## config.mk

```make
export PLATFORM = sky130hd
export DESIGN_NAME = fifo_irq_pair
export DESIGN_NICKNAME = d
export VERILOG_FILES = /design/src/rtl/fip_pkg.sv /design/src/rtl/byte_fifo.sv /design/src/rtl/irq_ctrl.sv /design/src/rtl/fifo_irq_pair.sv
export SDC_FILE = /design/constraint.sdc
export NUM_CORES = 1
export LEC_CHECK = 0
export CAP_MARGIN = 10
export CORE_MARGIN = 2
export CORE_UTILIZATION = 45
export DETAILED_ROUTE_END_ITERATION = 6
export DONT_BUFFER_PORTS = 1
export PLACE_DENSITY = 0.7
export SYNTH_ARGS = -nofsm -noshare
export SYNTH_HDL_FRONTEND = slang
export SYNTH_SLANG_ARGS = --single-unit
```

## constraint.sdc

```tcl
create_clock -name clk -period 3.84 [get_ports clk]
set_input_delay 0.192 -clock clk [delete_from_list [all_inputs] [get_ports clk]]
set_output_delay 0.192 -clock clk [all_outputs]
set_load 0.005 [all_outputs]
```

## src/rtl/fip_pkg.sv

```systemverilog
package fip_pkg;
  localparam int NFLAG     = 4;
  localparam int FLAG_RDY  = 0;
  localparam int FLAG_TREQ = 1;
  localparam int FLAG_OVF  = 2;
  localparam int FLAG_TC   = 3;

  // Map the compact flag vector to bus bit positions 0, 4, 8, 12.
  function automatic logic [31:0] flag_expand(input logic [NFLAG-1:0] f);
    return {19'b0, f[3], 3'b0, f[2], 3'b0, f[1], 3'b0, f[0]};
  endfunction

  function automatic logic [NFLAG-1:0] flag_pick(input logic [31:0] w);
    return {w[12], w[8], w[4], w[0]};
  endfunction
endpackage

```

## src/rtl/byte_fifo.sv

```systemverilog
module byte_fifo #(
  parameter int DEPTH = 64,
  parameter int CW    = $clog2(DEPTH + 1)
) (
  input  logic          clk,
  input  logic          rst_n,
  input  logic          flush,
  input  logic          push,
  input  logic [7:0]    wdata,
  input  logic          pop,
  output logic [7:0]    rdata,
  output logic [CW-1:0] count,
  output logic          full,
  output logic          empty,
  output logic          drop
);
  localparam int AW = $clog2(DEPTH);

  logic [7:0]    mem [DEPTH];
  logic [AW-1:0] wp_q, wp_n, rp_q, rp_n;
  logic [CW-1:0] cnt_q, cnt_n;
  logic          do_push, do_pop;

  assign full    = (cnt_q == CW'(DEPTH));
  assign empty   = (cnt_q == '0);
  assign do_push = push & ~full & ~flush;
  assign do_pop  = pop & ~empty & ~flush;
  assign drop    = push & full & ~flush;
  assign rdata   = mem[rp_q];
  assign count   = cnt_q;

  always_comb begin
    wp_n  = wp_q + AW'(do_push);
    rp_n  = rp_q + AW'(do_pop);
    cnt_n = cnt_q + CW'(do_push) - CW'(do_pop);
    if (flush) begin
      wp_n  = '0;
      rp_n  = '0;
      cnt_n = '0;
    end
  end

  always_ff @(posedge clk or negedge rst_n) begin
    if (!rst_n) begin
      wp_q  <= '0;
      rp_q  <= '0;
      cnt_q <= '0;
    end else begin
      wp_q  <= wp_n;
      rp_q  <= rp_n;
      cnt_q <= cnt_n;
    end
  end

  always_ff @(posedge clk) begin
    if (do_push) mem[wp_q] <= wdata;
  end

  // a push into a full queue without a pop leaves the count unchanged
  p_full_drop_r4: assert property (@(posedge clk) disable iff (!rst_n)
    (push && full && !pop && !flush) |=> (count == $past(count)));

  // a flush leaves the queue empty
  p_flush_empty_r11: assert property (@(posedge clk) disable iff (!rst_n)
    flush |=> empty);
endmodule

```

## src/rtl/irq_ctrl.sv

```systemverilog
module irq_ctrl
  import fip_pkg::*;
#(
  parameter int CW = 7
) (
  input  logic          clk,
  input  logic          rst_n,
  input  logic [CW-1:0] rx_cnt,
  input  logic [CW-1:0] tx_cnt,
  input  logic [7:0]    rx_lvl,
  input  logic [7:0]    tx_lvl,
  input  logic          ovf_ev,
  input  logic          done_ev,
  input  logic          ien_we,
  input  logic [31:0]   ien_wdata,
  input  logic          clr_we,
  input  logic [31:0]   clr_data,
  output logic [31:0]   sta_rdata,
  output logic [31:0]   ien_rdata,
  output logic          irq
);
  localparam int EW = ((CW > 8) ? CW : 8) + 1;

  logic [NFLAG-1:0] sta_q, sta_n, ien_q, ien_n, cond, clr;

  always_comb begin
    cond            = '0;
    cond[FLAG_RDY]  = EW'(rx_cnt) >= EW'(rx_lvl);
    cond[FLAG_TREQ] = EW'(tx_cnt) <= EW'(tx_lvl);
    cond[FLAG_OVF]  = ovf_ev;
    cond[FLAG_TC]   = done_ev;
    clr             = clr_we ? flag_pick(clr_data) : '0;
    sta_n           = (sta_q | cond) & ~clr;
    ien_n           = ien_we ? flag_pick(ien_wdata) : ien_q;
  end

  always_ff @(posedge clk or negedge rst_n) begin
    if (!rst_n) begin
      sta_q <= '0;
      ien_q <= '0;
    end else begin
      sta_q <= sta_n;
      ien_q <= ien_n;
    end
  end

  assign sta_rdata = flag_expand(sta_q);
  assign ien_rdata = flag_expand(ien_q);
  assign irq       = |(sta_q & ien_q);

  // a clear of bit 12 always wins
  p_clr_wins_r8: assert property (@(posedge clk) disable iff (!rst_n)
    (clr_we && clr_data[12]) |=> !sta_rdata[12]);

  // the transfer-done pulse sets bit 12 unless cleared in the same cycle
  p_tc_set_r9: assert property (@(posedge clk) disable iff (!rst_n)
    (done_ev && !(clr_we && clr_data[12])) |=> sta_rdata[12]);

  // bit 12 is sticky
  p_tc_sticky_r9: assert property (@(posedge clk) disable iff (!rst_n)
    (sta_rdata[12] && !(clr_we && clr_data[12])) |=> sta_rdata[12]);

  // a dropped receive byte raises the overflow flag
  p_ovf_set_r5: assert property (@(posedge clk) disable iff (!rst_n)
    (ovf_ev && !(clr_we && clr_data[8])) |=> sta_rdata[8]);
endmodule

```

## src/rtl/fifo_irq_pair.sv

```systemverilog
module fifo_irq_pair
  import fip_pkg::*;
#(
  parameter int DEPTH = 64
) (
  input  logic        clk,
  input  logic        rst_n,
  input  logic        cpu_tx_we,
  input  logic [7:0]  cpu_tx_data,
  input  logic        cpu_rx_re,
  output logic [7:0]  cpu_rx_data,
  input  logic        ctl_we,
  input  logic [31:0] ctl_wdata,
  output logic [31:0] ctl_rdata,
  input  logic        ien_we,
  input  logic [31:0] ien_wdata,
  output logic [31:0] ien_rdata,
  input  logic        sta_clr_we,
  input  logic [31:0] sta_clr_data,
  output logic [31:0] sta_rdata,
  output logic [31:0] cnt_rdata,
  input  logic        eng_tx_pop,
  output logic [7:0]  eng_tx_data,
  output logic        eng_tx_avail,
  input  logic        eng_rx_push,
  input  logic [7:0]  eng_rx_data,
  input  logic        xfer_done,
  output logic        irq
);
  localparam int        CW      = $clog2(DEPTH + 1);
  localparam logic [7:0] LVL_RST = 8'(DEPTH / 4 * 3);

  logic [7:0]    rx_lvl_q, rx_lvl_n, tx_lvl_q, tx_lvl_n;
  logic          rx_fl_q, rx_fl_n, tx_fl_q, tx_fl_n;
  logic [CW-1:0] rx_cnt, tx_cnt;
  logic          tx_full, tx_empty, tx_drop;
  logic          rx_full, rx_empty, rx_drop;
  logic [6:0]    rx_field;

  // Control word: thresholds hold, flush bits live for one cycle.
  always_comb begin
    rx_lvl_n = rx_lvl_q;
    tx_lvl_n = tx_lvl_q;
    rx_fl_n  = 1'b0;
    tx_fl_n  = 1'b0;
    if (ctl_we) begin
      rx_lvl_n = ctl_wdata[7:0];
      tx_lvl_n = ctl_wdata[23:16];
      rx_fl_n  = ctl_wdata[15];
      tx_fl_n  = ctl_wdata[31];
    end
  end

  always_ff @(posedge clk or negedge rst_n) begin
    if (!rst_n) begin
      rx_lvl_q <= LVL_RST;
      tx_lvl_q <= LVL_RST;
      rx_fl_q  <= 1'b0;
      tx_fl_q  <= 1'b0;
    end else begin
      rx_lvl_q <= rx_lvl_n;
      tx_lvl_q <= tx_lvl_n;
      rx_fl_q  <= rx_fl_n;
      tx_fl_q  <= tx_fl_n;
    end
  end

  assign ctl_rdata = {tx_fl_q, 7'b0, tx_lvl_q, rx_fl_q, 7'b0, rx_lvl_q};

  byte_fifo #(.DEPTH(DEPTH), .CW(CW)) u_txq (
    .clk(clk), .rst_n(rst_n), .flush(tx_fl_q),
    .push(cpu_tx_we), .wdata(cpu_tx_data),
    .pop(eng_tx_pop), .rdata(eng_tx_data),
    .count(tx_cnt), .full(tx_full), .empty(tx_empty), .drop(tx_drop)
  );

  byte_fifo #(.DEPTH(DEPTH), .CW(CW)) u_rxq (
    .clk(clk), .rst_n(rst_n), .flush(rx_fl_q),
    .push(eng_rx_push), .wdata(eng_rx_data),
    .pop(cpu_rx_re), .rdata(cpu_rx_data),
    .count(rx_cnt), .full(rx_full), .empty(rx_empty), .drop(rx_drop)
  );

  assign eng_tx_avail = ~tx_empty;

  // The receive count field is 7 bits wide; deeper queues saturate it.
  generate
    if (CW > 7) begin : g_rx_sat
      assign rx_field = (rx_cnt > CW'(127)) ? 7'h7f : rx_cnt[6:0];
    end else begin : g_rx_dir
      assign rx_field = 7'(rx_cnt);
    end
  endgenerate

  assign cnt_rdata = {8'b0, 8'(tx_cnt), 9'b0, rx_field};

  irq_ctrl #(.CW(CW)) u_irq (
    .clk(clk), .rst_n(rst_n),
    .rx_cnt(rx_cnt), .tx_cnt(tx_cnt),
    .rx_lvl(rx_lvl_q), .tx_lvl(tx_lvl_q),
    .ovf_ev(rx_drop), .done_ev(xfer_done),
    .ien_we(ien_we), .ien_wdata(ien_wdata),
    .clr_we(sta_clr_we), .clr_data(sta_clr_data),
    .sta_rdata(sta_rdata), .ien_rdata(ien_rdata), .irq(irq)
  );

  // a flush bit reads as set for a single cycle only
  p_flush_pulse_r11: assert property (@(posedge clk) disable iff (!rst_n)
    (ctl_rdata[15] && !ctl_we) |=> !ctl_rdata[15]);

  // the transmit drop never coincides with a non-full queue
  p_tx_drop_full_r4: assert property (@(posedge clk) disable iff (!rst_n)
    tx_drop |-> (tx_cnt == CW'(DEPTH)));
endmodule

```

==> out/metrics.cfg <==
[clocking]
cts-buffers-inserted=105
htreeDepth=3
clock_latency_ns=0.70
ctsResizeCount=0
clock_sinks=1088
clockBufferDepth=3
clkSlewWorstSetupHoldPaths_ns=0.07
cts_tree=built
root_buffer=clkbuf_16

[setup_path]
path_class=reg2out
start_kind=register
cp-end-kind=output pin
arrival_ns=3.43
r2r_slack_ns=0.34
crit_fanout=73
required_ns=3.65

[final_layout]
drive_above_1_share_pct=23.8
regArea_sq_um=32400
nets=2545
multiInputGateArea_sq_um=10500
fillers=7410
area_delta_synth_final_pct=13.5
fin_util_pct=51.5
num_antenna_cells=0

[floorplanning]
dieArea_sq_um=100000
row_count=114
die_height_um=316
pin_count=268
die_x_um=316
core_sq_um=96700
initial_core_util_pct=45.4

[synth]
synthTopCellsByCount=edfxtp_1, mux4_2, nor2_1
synth-seq-area-share_pct=73.7
ys_types=51
synth_ff_type=edfxtp_1
synth_area_leaders=edfxtp_1, mux4_2, dfrtp_1
synth_top_area_share_pct=70.0
synthCells=2224
synth_edf_count=1024
syn_avg_cell_area_sq_um=19.7
yosysMostFrequentCell=edfxtp_1
async_flop_share_pct=5.88
ys_seq_elements=1088
yosysWarnings=0
yosys.area.top_type=edfxtp_1
syn_area_sq_um=43900

[route]
drt_iter0_markers=2276
drt_pass1_iterations=5
via_count=21215
ant_nets=0
via_per_inst=5.66
drc=0
routed_wl_mm=92.9
routedWlPerCell_um=24.8

[placed_design]
hpwl_mm=55.6
port_buffers=0
gp_congestion=0.828

[global_route]
grt_start_max_net_pins=74
gr-total-overflow=0
grt_pass1_vias=22045
grt_pass1_wl_mm=140
antenna_found_initial=0
groute.usage.overall_pct=18.7

[sta]
rsz0062_at_grt=false
min_period_over_period_pct=94.3
whs_ns=0.0351
fin_skew_ns=0.0353
finalSetupTns_ns=0
setup_viol=0
slew_headroom_pct=22.8
max_freq_mhz=276
worst_slew_pin_slew_ns=1.16
final-hold-violation-count=0
drv_slew=0
period_needed_ns=3.62

[pwr]
swShare_pct=27.6
intPower_mw=22.5
p_leak_nw=16.0
powerDensity_nw_per_um2=625
combPwrFrac_pct=22.6
seq_power_share_pct=45.1
power_frac_clock_pct=32.3
peakVddDrop_v=0.000419
p_sw_mw=8.60

[job]
max-cap-violations=0

[hold_path]
hold_class=in2async

[status]
outcome=completed

[through the flow]
step                      setup slack (ns)  instance area [sq um]  std cells  power, mW
final                                0.220                  49800       3745       31.1
after CTS                            0.153                  49800       3745       31.4
after floorplan                      0.937                  44200       2311       19.2
after detailed placement             0.356                  45400       3480       21.0
after global placement               0.405                  45400       3480       20.9
after global routing                0.0274                  49800       3745       32.3
[power groups by stage]
stage / clock (mW) / combinational [mW] / sequential (mW)
finish: 10.1 / 7.04 / 14.0
global placement: 0 / 6.50 / 14.4
detailed placement: 0 / 6.60 / 14.4
global route: 10.7 / 7.57 / 14.1
floorplan: 0 / 5.52 / 13.7
CTS: 10.2 / 7.11 / 14.1
[placed cells by master (no fill, tap or decap), types with 11 or more instances in the layout]
cell type         n
a211oi_1         23
a21oi_1          41
buf_16           17
buf_4            91
clkbuf_1         22
clkbuf_16       106
clkinv_1         24
clkinv_2         22
conb_1           88
dfrtp_1          54
dlygate4sd3_1    51
edfxtp_1       1024
ha_1             40
inv_1            35
mux2_2           27
mux2i_1          45
mux4_2          276
nand2_1          45
nand3_1          17
nor2_1          164
nor2b_1          42
nor3_1           15
o21ai_0          25
o21ai_1          13
o22ai_1          12
xor2_1           11
[critical path: stages (launching register included)]
cell and delay, ns:
dfrtp_4 1.19, mux4_2 0.40, mux2i_1 0.13, a22oi_1 0.38, o311ai_0 0.25, o21ai_1 0.36
[per-layer routing]
metal	GRT usage, %	share of wire [%]	up-vias	wire (um)
met1	24.6	39	11110	36600
li1	-	-	9079	-
met2	31.5	51	855	47300
met5	0	0	-	0
met3	3.56	6.6	171	6140
met4	6.26	3.0	0	2820
[flip-flops by register name, summed over array words and instances, names as in the netlist, 7 cells and up]
name and cells:
u_rxq.mem 512, u_txq.mem 512, rx_lvl_q 8, tx_lvl_q 8, u_rxq.count 7, u_txq.count 7
[layout make-up]
type	count	area share, %
Sequential cell	1088	65.0
Multi-Input combinational cell	981	21.1
Clock buffer	131	5.57
Timing Repair Buffer	169	3.74
Tap cell	1276	3.20
Clock inverter	64	1.18
Inverter	36	0.271
[kinds of logic after synthesis]
logic type	count (synthesis)	synth area share, %
flops	1088	73.7
mux	348	15.9
simple gates	330	3.49
buf+inv	242	3.18
compound gates	153	2.14
fa+ha+maj	42	1.23
xor+xnor	20	0.399
other cells	1	0.00854
[what timing repair did]
item                                   4_1_cts  5_1_grt
setup endpoints to repair                    7        0
hold buffers                                68        0
endpoints found under the hold margin     1115        0
buffers inserted                             2        0
[path summary, 6_finish.rpt]
kind                       cells after the start                  endpoint                      from
max reg2reg                                   16  u_rxq.count[6]$_DFF_PN0_  u_rxq.count[4]$_DFF_PN0_
min reg2reg                                    2   rx_lvl_q[5]$_DFFE_PN1P_   rx_lvl_q[5]$_DFFE_PN1P_
max                                            5            cpu_rx_data[2]   u_rxq.rp_q[2]$_DFF_PN0_
max in group asynchronous                      2   tx_lvl_q[4]$_DFFE_PN1P_                     rst_n
min in group clk                               3   u_rxq.rp_q[0]$_DFF_PN0_                 cpu_rx_re
min                                            2   u_txq.wp_q[1]$_DFF_PN0_                     rst_n
No activity file was read; power rests on OpenSTA's default activity.
